$ cat config.mk
export PLATFORM = sky130hd
export DESIGN_NAME = i2c_stretch_slave
export DESIGN_NICKNAME = d
export VERILOG_FILES = /design/src/rtl/i2c_sl_pkg.sv /design/src/rtl/i2c_bus_cond.sv /design/src/rtl/i2c_addr_match.sv /design/src/rtl/i2c_stretch_slave.sv
export SDC_FILE = /design/constraint.sdc
export NUM_CORES = 1
export LEC_CHECK = 0
export ABC_AREA = 0
export CAP_MARGIN = 0
export CORE_MARGIN = 4
export CORE_UTILIZATION = 40
export DETAILED_ROUTE_END_ITERATION = 10
export DONT_BUFFER_PORTS = 1
export PLACE_DENSITY = 0.56
export SYNTH_ARGS = -nofsm -noshare
export SYNTH_HDL_FRONTEND = slang
export SYNTH_SLANG_ARGS = --single-unit
$ cat constraint.sdc
create_clock -name clk -period 2.23 [get_ports clk]
set_clock_uncertainty 0.2 [all_clocks]
set_input_delay 0.223 -clock clk [delete_from_list [all_inputs] [get_ports clk]]
set_output_delay 0.223 -clock clk [all_outputs]
set_load 0.01 [all_outputs]
$ cat src/rtl/i2c_sl_pkg.sv
package i2c_sl_pkg;

    localparam int BYTE_W = 8;
    localparam int ADDR_W = 7;
    localparam int CNT_W  = $clog2(BYTE_W + 1);

    localparam logic [1:0] CMD_FINISH   = 2'b10;
    localparam logic [1:0] CMD_CONTINUE = 2'b11;

    typedef enum logic [2:0] {
        ST_IDLE,
        ST_ADDR,
        ST_HOLD,
        ST_ACK,
        ST_RX,
        ST_TX,
        ST_MACK
    } sl_state_e;

    typedef struct packed {
        sl_state_e           st;
        logic [BYTE_W-1:0]   shreg;
        logic [CNT_W-1:0]    bitcnt;
        logic [BYTE_W-1:0]   data;
        logic                rd;
        logic                f_addr;
        logic                f_data;
        logic                f_berr;
        logic                sda_low;
        logic                scl_low;
        logic                addressed;
        logic                nack;
        logic                hold_tx;
    } sl_regs_t;

endpackage

$ cat src/rtl/i2c_bus_cond.sv
module i2c_bus_cond #(
    parameter int SYNC_STAGES = 2
) (
    input  logic clk,
    input  logic rst_n,
    input  logic scl_i,
    input  logic sda_i,
    output logic sda_o,
    output logic scl_rise_o,
    output logic scl_fall_o,
    output logic start_o,
    output logic stop_o
);

    logic [SYNC_STAGES-1:0] scl_sync_q;
    logic [SYNC_STAGES-1:0] sda_sync_q;
    logic                   scl_prev_q;
    logic                   sda_prev_q;
    logic                   scl_now;
    logic                   sda_now;

    for (genvar g = 0; g < SYNC_STAGES; g++) begin : g_stage
        if (g == 0) begin : g_first
            always_ff @(posedge clk or negedge rst_n) begin
                if (!rst_n) begin
                    scl_sync_q[g] <= 1'b1;
                    sda_sync_q[g] <= 1'b1;
                end else begin
                    scl_sync_q[g] <= scl_i;
                    sda_sync_q[g] <= sda_i;
                end
            end
        end else begin : g_next
            always_ff @(posedge clk or negedge rst_n) begin
                if (!rst_n) begin
                    scl_sync_q[g] <= 1'b1;
                    sda_sync_q[g] <= 1'b1;
                end else begin
                    scl_sync_q[g] <= scl_sync_q[g-1];
                    sda_sync_q[g] <= sda_sync_q[g-1];
                end
            end
        end
    end

    assign scl_now = scl_sync_q[SYNC_STAGES-1];
    assign sda_now = sda_sync_q[SYNC_STAGES-1];

    always_ff @(posedge clk or negedge rst_n) begin
        if (!rst_n) begin
            scl_prev_q <= 1'b1;
            sda_prev_q <= 1'b1;
        end else begin
            scl_prev_q <= scl_now;
            sda_prev_q <= sda_now;
        end
    end

    assign sda_o      = sda_now;
    assign scl_rise_o = scl_now & ~scl_prev_q;
    assign scl_fall_o = ~scl_now & scl_prev_q;
    assign start_o    = scl_now & scl_prev_q & sda_prev_q & ~sda_now;
    assign stop_o     = scl_now & scl_prev_q & ~sda_prev_q & sda_now;

endmodule

$ cat src/rtl/i2c_addr_match.sv
module i2c_addr_match
    import i2c_sl_pkg::*;
(
    input  logic [ADDR_W-1:0] addr7_i,
    input  logic [ADDR_W-1:0] own_addr_i,
    input  logic              promisc_en_i,
    input  logic              gcall_en_i,
    output logic              hit_o
);

    logic own_hit;
    logic gcall_hit;

    assign own_hit   = (addr7_i == own_addr_i);
    assign gcall_hit = gcall_en_i & (addr7_i == '0);
    assign hit_o     = promisc_en_i | own_hit | gcall_hit;

endmodule

$ cat src/rtl/i2c_stretch_slave.sv
module i2c_stretch_slave
    import i2c_sl_pkg::*;
#(
    parameter int SYNC_STAGES = 2
) (
    input  logic              clk,
    input  logic              rst_n,
    input  logic              scl_i,
    input  logic              sda_i,
    output logic              scl_drive_low_o,
    output logic              sda_drive_low_o,
    input  logic [ADDR_W-1:0] own_addr_i,
    input  logic              promisc_en_i,
    input  logic              gcall_en_i,
    input  logic              stop_irq_en_i,
    input  logic              cmd_valid_i,
    input  logic [1:0]        cmd_i,
    input  logic              ackact_i,
    input  logic [BYTE_W-1:0] tx_data_i,
    output logic              addr_stop_flag_o,
    output logic              data_flag_o,
    output logic              bus_err_flag_o,
    output logic              dir_o,
    output logic [BYTE_W-1:0] rx_data_o
);

    localparam logic [CNT_W-1:0] FULL_CNT = CNT_W'(BYTE_W);
    localparam logic [CNT_W-1:0] LAST_TX  = CNT_W'(BYTE_W - 1);

    logic bus_sda, bus_rise, bus_fall, bus_start, bus_stop;
    logic addr_hit;
    logic cmd_known;
    sl_regs_t st_d, st_q;

    i2c_bus_cond #(.SYNC_STAGES(SYNC_STAGES)) u_cond (
        .clk        (clk),
        .rst_n      (rst_n),
        .scl_i      (scl_i),
        .sda_i      (sda_i),
        .sda_o      (bus_sda),
        .scl_rise_o (bus_rise),
        .scl_fall_o (bus_fall),
        .start_o    (bus_start),
        .stop_o     (bus_stop)
    );

    i2c_addr_match u_match (
        .addr7_i      (st_q.shreg[BYTE_W-1:1]),
        .own_addr_i   (own_addr_i),
        .promisc_en_i (promisc_en_i),
        .gcall_en_i   (gcall_en_i),
        .hit_o        (addr_hit)
    );

    assign cmd_known = cmd_valid_i & cmd_i[1];

    always_comb begin
        st_d = st_q;
        if (cmd_known) begin
            st_d.f_addr = 1'b0;
            st_d.f_data = 1'b0;
            st_d.f_berr = 1'b0;
        end
        if (bus_start) begin
            st_d.st      = ST_ADDR;
            st_d.bitcnt  = '0;
            st_d.sda_low = 1'b0;
            st_d.scl_low = 1'b0;
        end else if (bus_stop) begin
            if (st_q.st == ST_ADDR && st_q.bitcnt == '0) st_d.f_berr = 1'b1;
            if (st_q.addressed && stop_irq_en_i)         st_d.f_addr = 1'b1;
            st_d.st        = ST_IDLE;
            st_d.addressed = 1'b0;
            st_d.sda_low   = 1'b0;
            st_d.scl_low   = 1'b0;
        end else begin
            case (st_q.st)
                ST_ADDR, ST_RX: begin
                    if (bus_rise) begin
                        st_d.shreg  = {st_q.shreg[BYTE_W-2:0], bus_sda};
                        st_d.bitcnt = st_q.bitcnt + 1'b1;
                    end else if (bus_fall && st_q.bitcnt == FULL_CNT) begin
                        if (st_q.st == ST_ADDR && !addr_hit) begin
                            st_d.st        = ST_IDLE;
                            st_d.addressed = 1'b0;
                        end else begin
                            st_d.data    = st_q.shreg;
                            st_d.hold_tx = 1'b0;
                            st_d.scl_low = 1'b1;
                            st_d.st      = ST_HOLD;
                            if (st_q.st == ST_ADDR) begin
                                st_d.rd        = st_q.shreg[0];
                                st_d.f_addr    = 1'b1;
                                st_d.addressed = 1'b1;
                            end else begin
                                st_d.f_data = 1'b1;
                            end
                        end
                    end
                end
                ST_HOLD: begin
                    if (cmd_known) begin
                        st_d.scl_low = 1'b0;
                        if (cmd_i == CMD_FINISH) begin
                            st_d.st = ST_IDLE;
                        end else if (st_q.hold_tx) begin
                            st_d.shreg   = tx_data_i;
                            st_d.sda_low = ~tx_data_i[BYTE_W-1];
                            st_d.bitcnt  = '0;
                            st_d.st      = ST_TX;
                        end else begin
                            st_d.sda_low = ~ackact_i;
                            st_d.nack    = ackact_i;
                            st_d.st      = ST_ACK;
                        end
                    end
                end
                ST_ACK: begin
                    if (bus_fall) begin
                        st_d.sda_low = 1'b0;
                        if (st_q.nack) begin
                            st_d.st = ST_IDLE;
                        end else if (st_q.rd) begin
                            st_d.hold_tx = 1'b1;
                            st_d.f_data  = 1'b1;
                            st_d.scl_low = 1'b1;
                            st_d.st      = ST_HOLD;
                        end else begin
                            st_d.bitcnt = '0;
                            st_d.st     = ST_RX;
                        end
                    end
                end
                ST_TX: begin
                    if (bus_fall) begin
                        if (st_q.bitcnt == LAST_TX) begin
                            st_d.sda_low = 1'b0;
                            st_d.st      = ST_MACK;
                        end else begin
                            st_d.sda_low = ~st_q.shreg[BYTE_W-2];
                            st_d.shreg   = {st_q.shreg[BYTE_W-2:0], 1'b0};
                            st_d.bitcnt  = st_q.bitcnt + 1'b1;
                        end
                    end
                end
                ST_MACK: begin
                    if (bus_rise) begin
                        st_d.nack = bus_sda;
                    end else if (bus_fall) begin
                        if (st_q.nack) begin
                            st_d.st = ST_IDLE;
                        end else begin
                            st_d.hold_tx = 1'b1;
                            st_d.f_data  = 1'b1;
                            st_d.scl_low = 1'b1;
                            st_d.st      = ST_HOLD;
                        end
                    end
                end
                default: ;
            endcase
        end
    end

    always_ff @(posedge clk or negedge rst_n) begin
        if (!rst_n) begin
            st_q <= '{st: ST_IDLE, default: '0};
        end else begin
            st_q <= st_d;
        end
    end

    assign scl_drive_low_o  = st_q.scl_low;
    assign sda_drive_low_o  = st_q.sda_low;
    assign addr_stop_flag_o = st_q.f_addr;
    assign data_flag_o      = st_q.f_data;
    assign bus_err_flag_o   = st_q.f_berr;
    assign dir_o            = st_q.rd;
    assign rx_data_o        = st_q.data;

endmodule

==> metrics.md <==
| Metric | Value |
|---|---|
| Mean Syn Cell Area | 10.2 sq um |
| Synth Register Bits | 38 |
| DR vias | 1794 |
| CP arrival | 2.13 ns |
| N_diodes | 0 |
| CP Capture Type | register |
| Uppermost layer routed | met4 |
| Fin. Hold Viols | 0 |
| Iter 0 DRT Violations | 191 |
| Port buffer count | 0 |
| Routability Congestion | 0.900 |
| Largest net degree at the start of global routing | 39 |
| Worst-margin pin slew | 0.534 ns |
| Via density | 5.62 |
| Max-cap viol count | 0 |
| GRT Residual Overflow | 0 |
| Reg clk slew, reported paths | 0.08 ns |
| CP required | 2.21 ns |
| Setup CP Type | reg2reg |
| Status | completed |
| Final WL | 5370 um |
| Area delta synth->final | 19.4% |
| WL met1 | 2500 um |
| Clock tree buffer depth | 2 |
| Metal2 WL | 2520 um |
| CTS tree | yes |
| Die Ht | 82.7 um |
| Final setup fails | 0 |
| DR WL met3 | 296 um |
| Number of H-tree levels | 2 |
| Slew headroom | 64.4% |
| Max Transition Viols Final | 0 |
| Synth area leaders | dfrtp_1 36%, dfstp_2 7.1%, mux2i_1 6.3% |
| Ys async rst share | 100% |
| Minimum clock period | 2.15 ns |
| Post-synth EDFFs | 0 |
| Top FF cell, synth | dfrtp_1 |
| Worst ir drop on vdd | 0.000508 V |
| Routed Antenna Nets | 0 |
| # rows | 26 |
| Path category of the worst min-delay check | in2reg |
| CP Launch Type | register |
| Cell taking the most area after synthesis | dfrtp_1 |
| Post-Syn Instances | 220 |
| Core ar. | 0.00527 sq mm |
| Area share of the leading cell type in the synthesized netlist | 35.9% |
| Synthesized area | 0.00223 sq mm |
| F_max | 465 MHz |
| Die area | 0.00684 sq mm |
| PnR Total Power | 3410 uW |
| Fin Setup TNS | 0 ns |
| Syn nets | 248 |
| Final Util | 50.6% |
| Yosys warnings | 0 |
| Lkg Pwr | 0.00114 uW |
| Count leader, synth | dfrtp_1 |
| CP Max Fanout | 7 |
| Count of different cell masters after synthesis | 51 |
| Sequential share of the synthesized area | 42.9% |
| RSZ-0062 raised after global routing | true |
| Sink Count | 38 |
| Nets | 276 |
| CTS Buf Count | 5 |
| Clk Latency, worst-skew pair | 0.29 ns |
| First-pass GRT wire length | 8580 um |
| Tcrit/Tclk final | 96.5% |
| Initial Util | 42.4% |
| Initial antenna violation count | 0 |
| Post-DP HPWL | 3940 um |
| Post-DR wirelength/cell | 16.8 um |
| Total GRT Usage | 16.7% |
| DRC Markers | 0 |
| Synth cell count leaders | 32 x dfrtp_1, 17 x nand2_1, 14 x mux2i_1, 13 x a21oi_1, 10 x inv_1 |
| # IOs | 40 |
| Layout cells sized above 1 | 22.5% |
| Pwr Density | 1280 mW/mm^2 |
| Die width | 82.7 um |
| CTS Root Buffer Type | clkbuf_8 |
| Number of global-route vias before repair | 1722 |
| TritonRoute pass-1 iters | 4 |
report_power, final:
group / internal, uW / leakage (uW) / switching [uW]
clock network: 249 / 0.0000472 / 249
logic: 823 / 0.000628 / 888
registers: 918 / 0.000462 / 289
total: 1990 / 0.00114 / 1430
registers in the layout, indices dropped and copies added, names as in the netlist:
| name | cells |
|---|---|
| addr_stop_flag_o | 1 |
| bus_err_flag_o | 1 |
| data_flag_o | 1 |
| dir_o | 1 |
| rx_data_o | 8 |
| scl_drive_low_o | 1 |
| sda_drive_low_o | 1 |
| st_q | 18 |
| u_cond.scl_now | 1 |
| u_cond.scl_prev_q | 1 |
| u_cond.scl_sync_q | 1 |
| u_cond.sda_o | 1 |
| u_cond.sda_prev_q | 1 |
| u_cond.sda_sync_q | 1 |
layout by cell type (no fill, tap or decap), drive strengths merged, types with 2 or more instances in the layout:
master / instances
nand3: 6
nor4b: 3
o211ai: 6
a31oi: 7
nor2b: 3
nand4: 3
nand2b: 5
nand3b: 6
dlygate4sd3: 13
dfrtp: 32
nand2: 17
dfstp: 6
nor4: 2
xnor2: 5
a221oi: 5
xor2: 5
nor3: 5
mux2i: 14
inv: 10
o22ai: 4
buf: 25
mux2: 10
o21ai: 9
a211oi: 3
ha: 2
nor2: 5
clkbuf: 6
nor3b: 2
a21oi: 13
layer usage:
| layer | vias up | track usage (%) |
|---|---|---|
| met3 | 5 | 3.90 |
| met5 | - | 0 |
| li1 | 859 | - |
| met4 | 0 | 5.39 |
| met2 | 49 | 25.7 |
| met1 | 881 | 23.1 |
stage by stage:
step | instances | setup WS, ns | hold WS, ns | area [sq um]
3_3_place_gp | 294 | 0.0531 | -0.271 | 2380
5_1_grt | 319 | -0.0244 | 0.142 | 2670
4_1_cts | 316 | 0.0565 | 0.113 | 2630
6_report | 319 | 0.0789 | 0.127 | 2670
3_5_place_dp | 294 | 0.0612 | -0.271 | 2380
2_1_floorplan | 220 | 0.0969 | -0.273 | 2230
final timing paths:
| kind | start | endpoint | slack, ns | cells after the start |
|---|---|---|---|---|
| max | u_cond.scl_now | st_q[21] | 0.08 | 5 |
| min reg2reg | u_cond.sda_sync_q[0] | u_cond.sda_o | 0.16 | 0 |
| min in group asynchronous | rst_n | st_q[31] | 0.18 | 2 |
| max reg2reg | u_cond.scl_now | st_q[21] | 0.08 | 5 |
| min | cmd_valid_i | scl_drive_low_o | 0.13 | 3 |
| max in group asynchronous | rst_n | u_cond.scl_now | 1.37 | 2 |
final cells by class:
type / instances / area, sq um
clock buffers: 6 / 82.6
inverters: 10 / 37.5
repair buffers: 38 / 347
well taps: 70 / 87.6
clock inverters: 2 / 12.5
multi-input cells: 155 / 1140
fillers: 522 / 2600
flip-flops and latches: 38 / 958
repair_timing:
item                                   4_1_cts  5_1_grt
endpoints found under the hold margin       50        0
setup endpoints to repair                    0       12
setup buffers                                0        3
resized for setup                            0        5
hold buffers                                14        0
critical path, stage by stage (launching register included):
cell     delay [ns]
dfstp_2        0.57
or2b_1         0.27
a221o_1        0.38
nor3_4         0.23
nand2_1        0.10
mux2_4         0.30
cells by family (layout without fill, tap and decap cells):
group / after synthesis / in the layout / share of synthesized area, %
AO/OA/AOI/OAI: 56 / 56 / 17.3
XOR/XNOR: 10 / 10 / 3.92
adder cells (fa/ha/maj): 2 / 2 / 1.12
buffers and inverters: 27 / 56 / 6.61
flip-flops: 38 / 38 / 42.9
multiplexers: 24 / 24 / 11.5
AND/OR/NAND/NOR: 63 / 63 / 16.7
No activity file was read; power rests on OpenSTA's default activity.
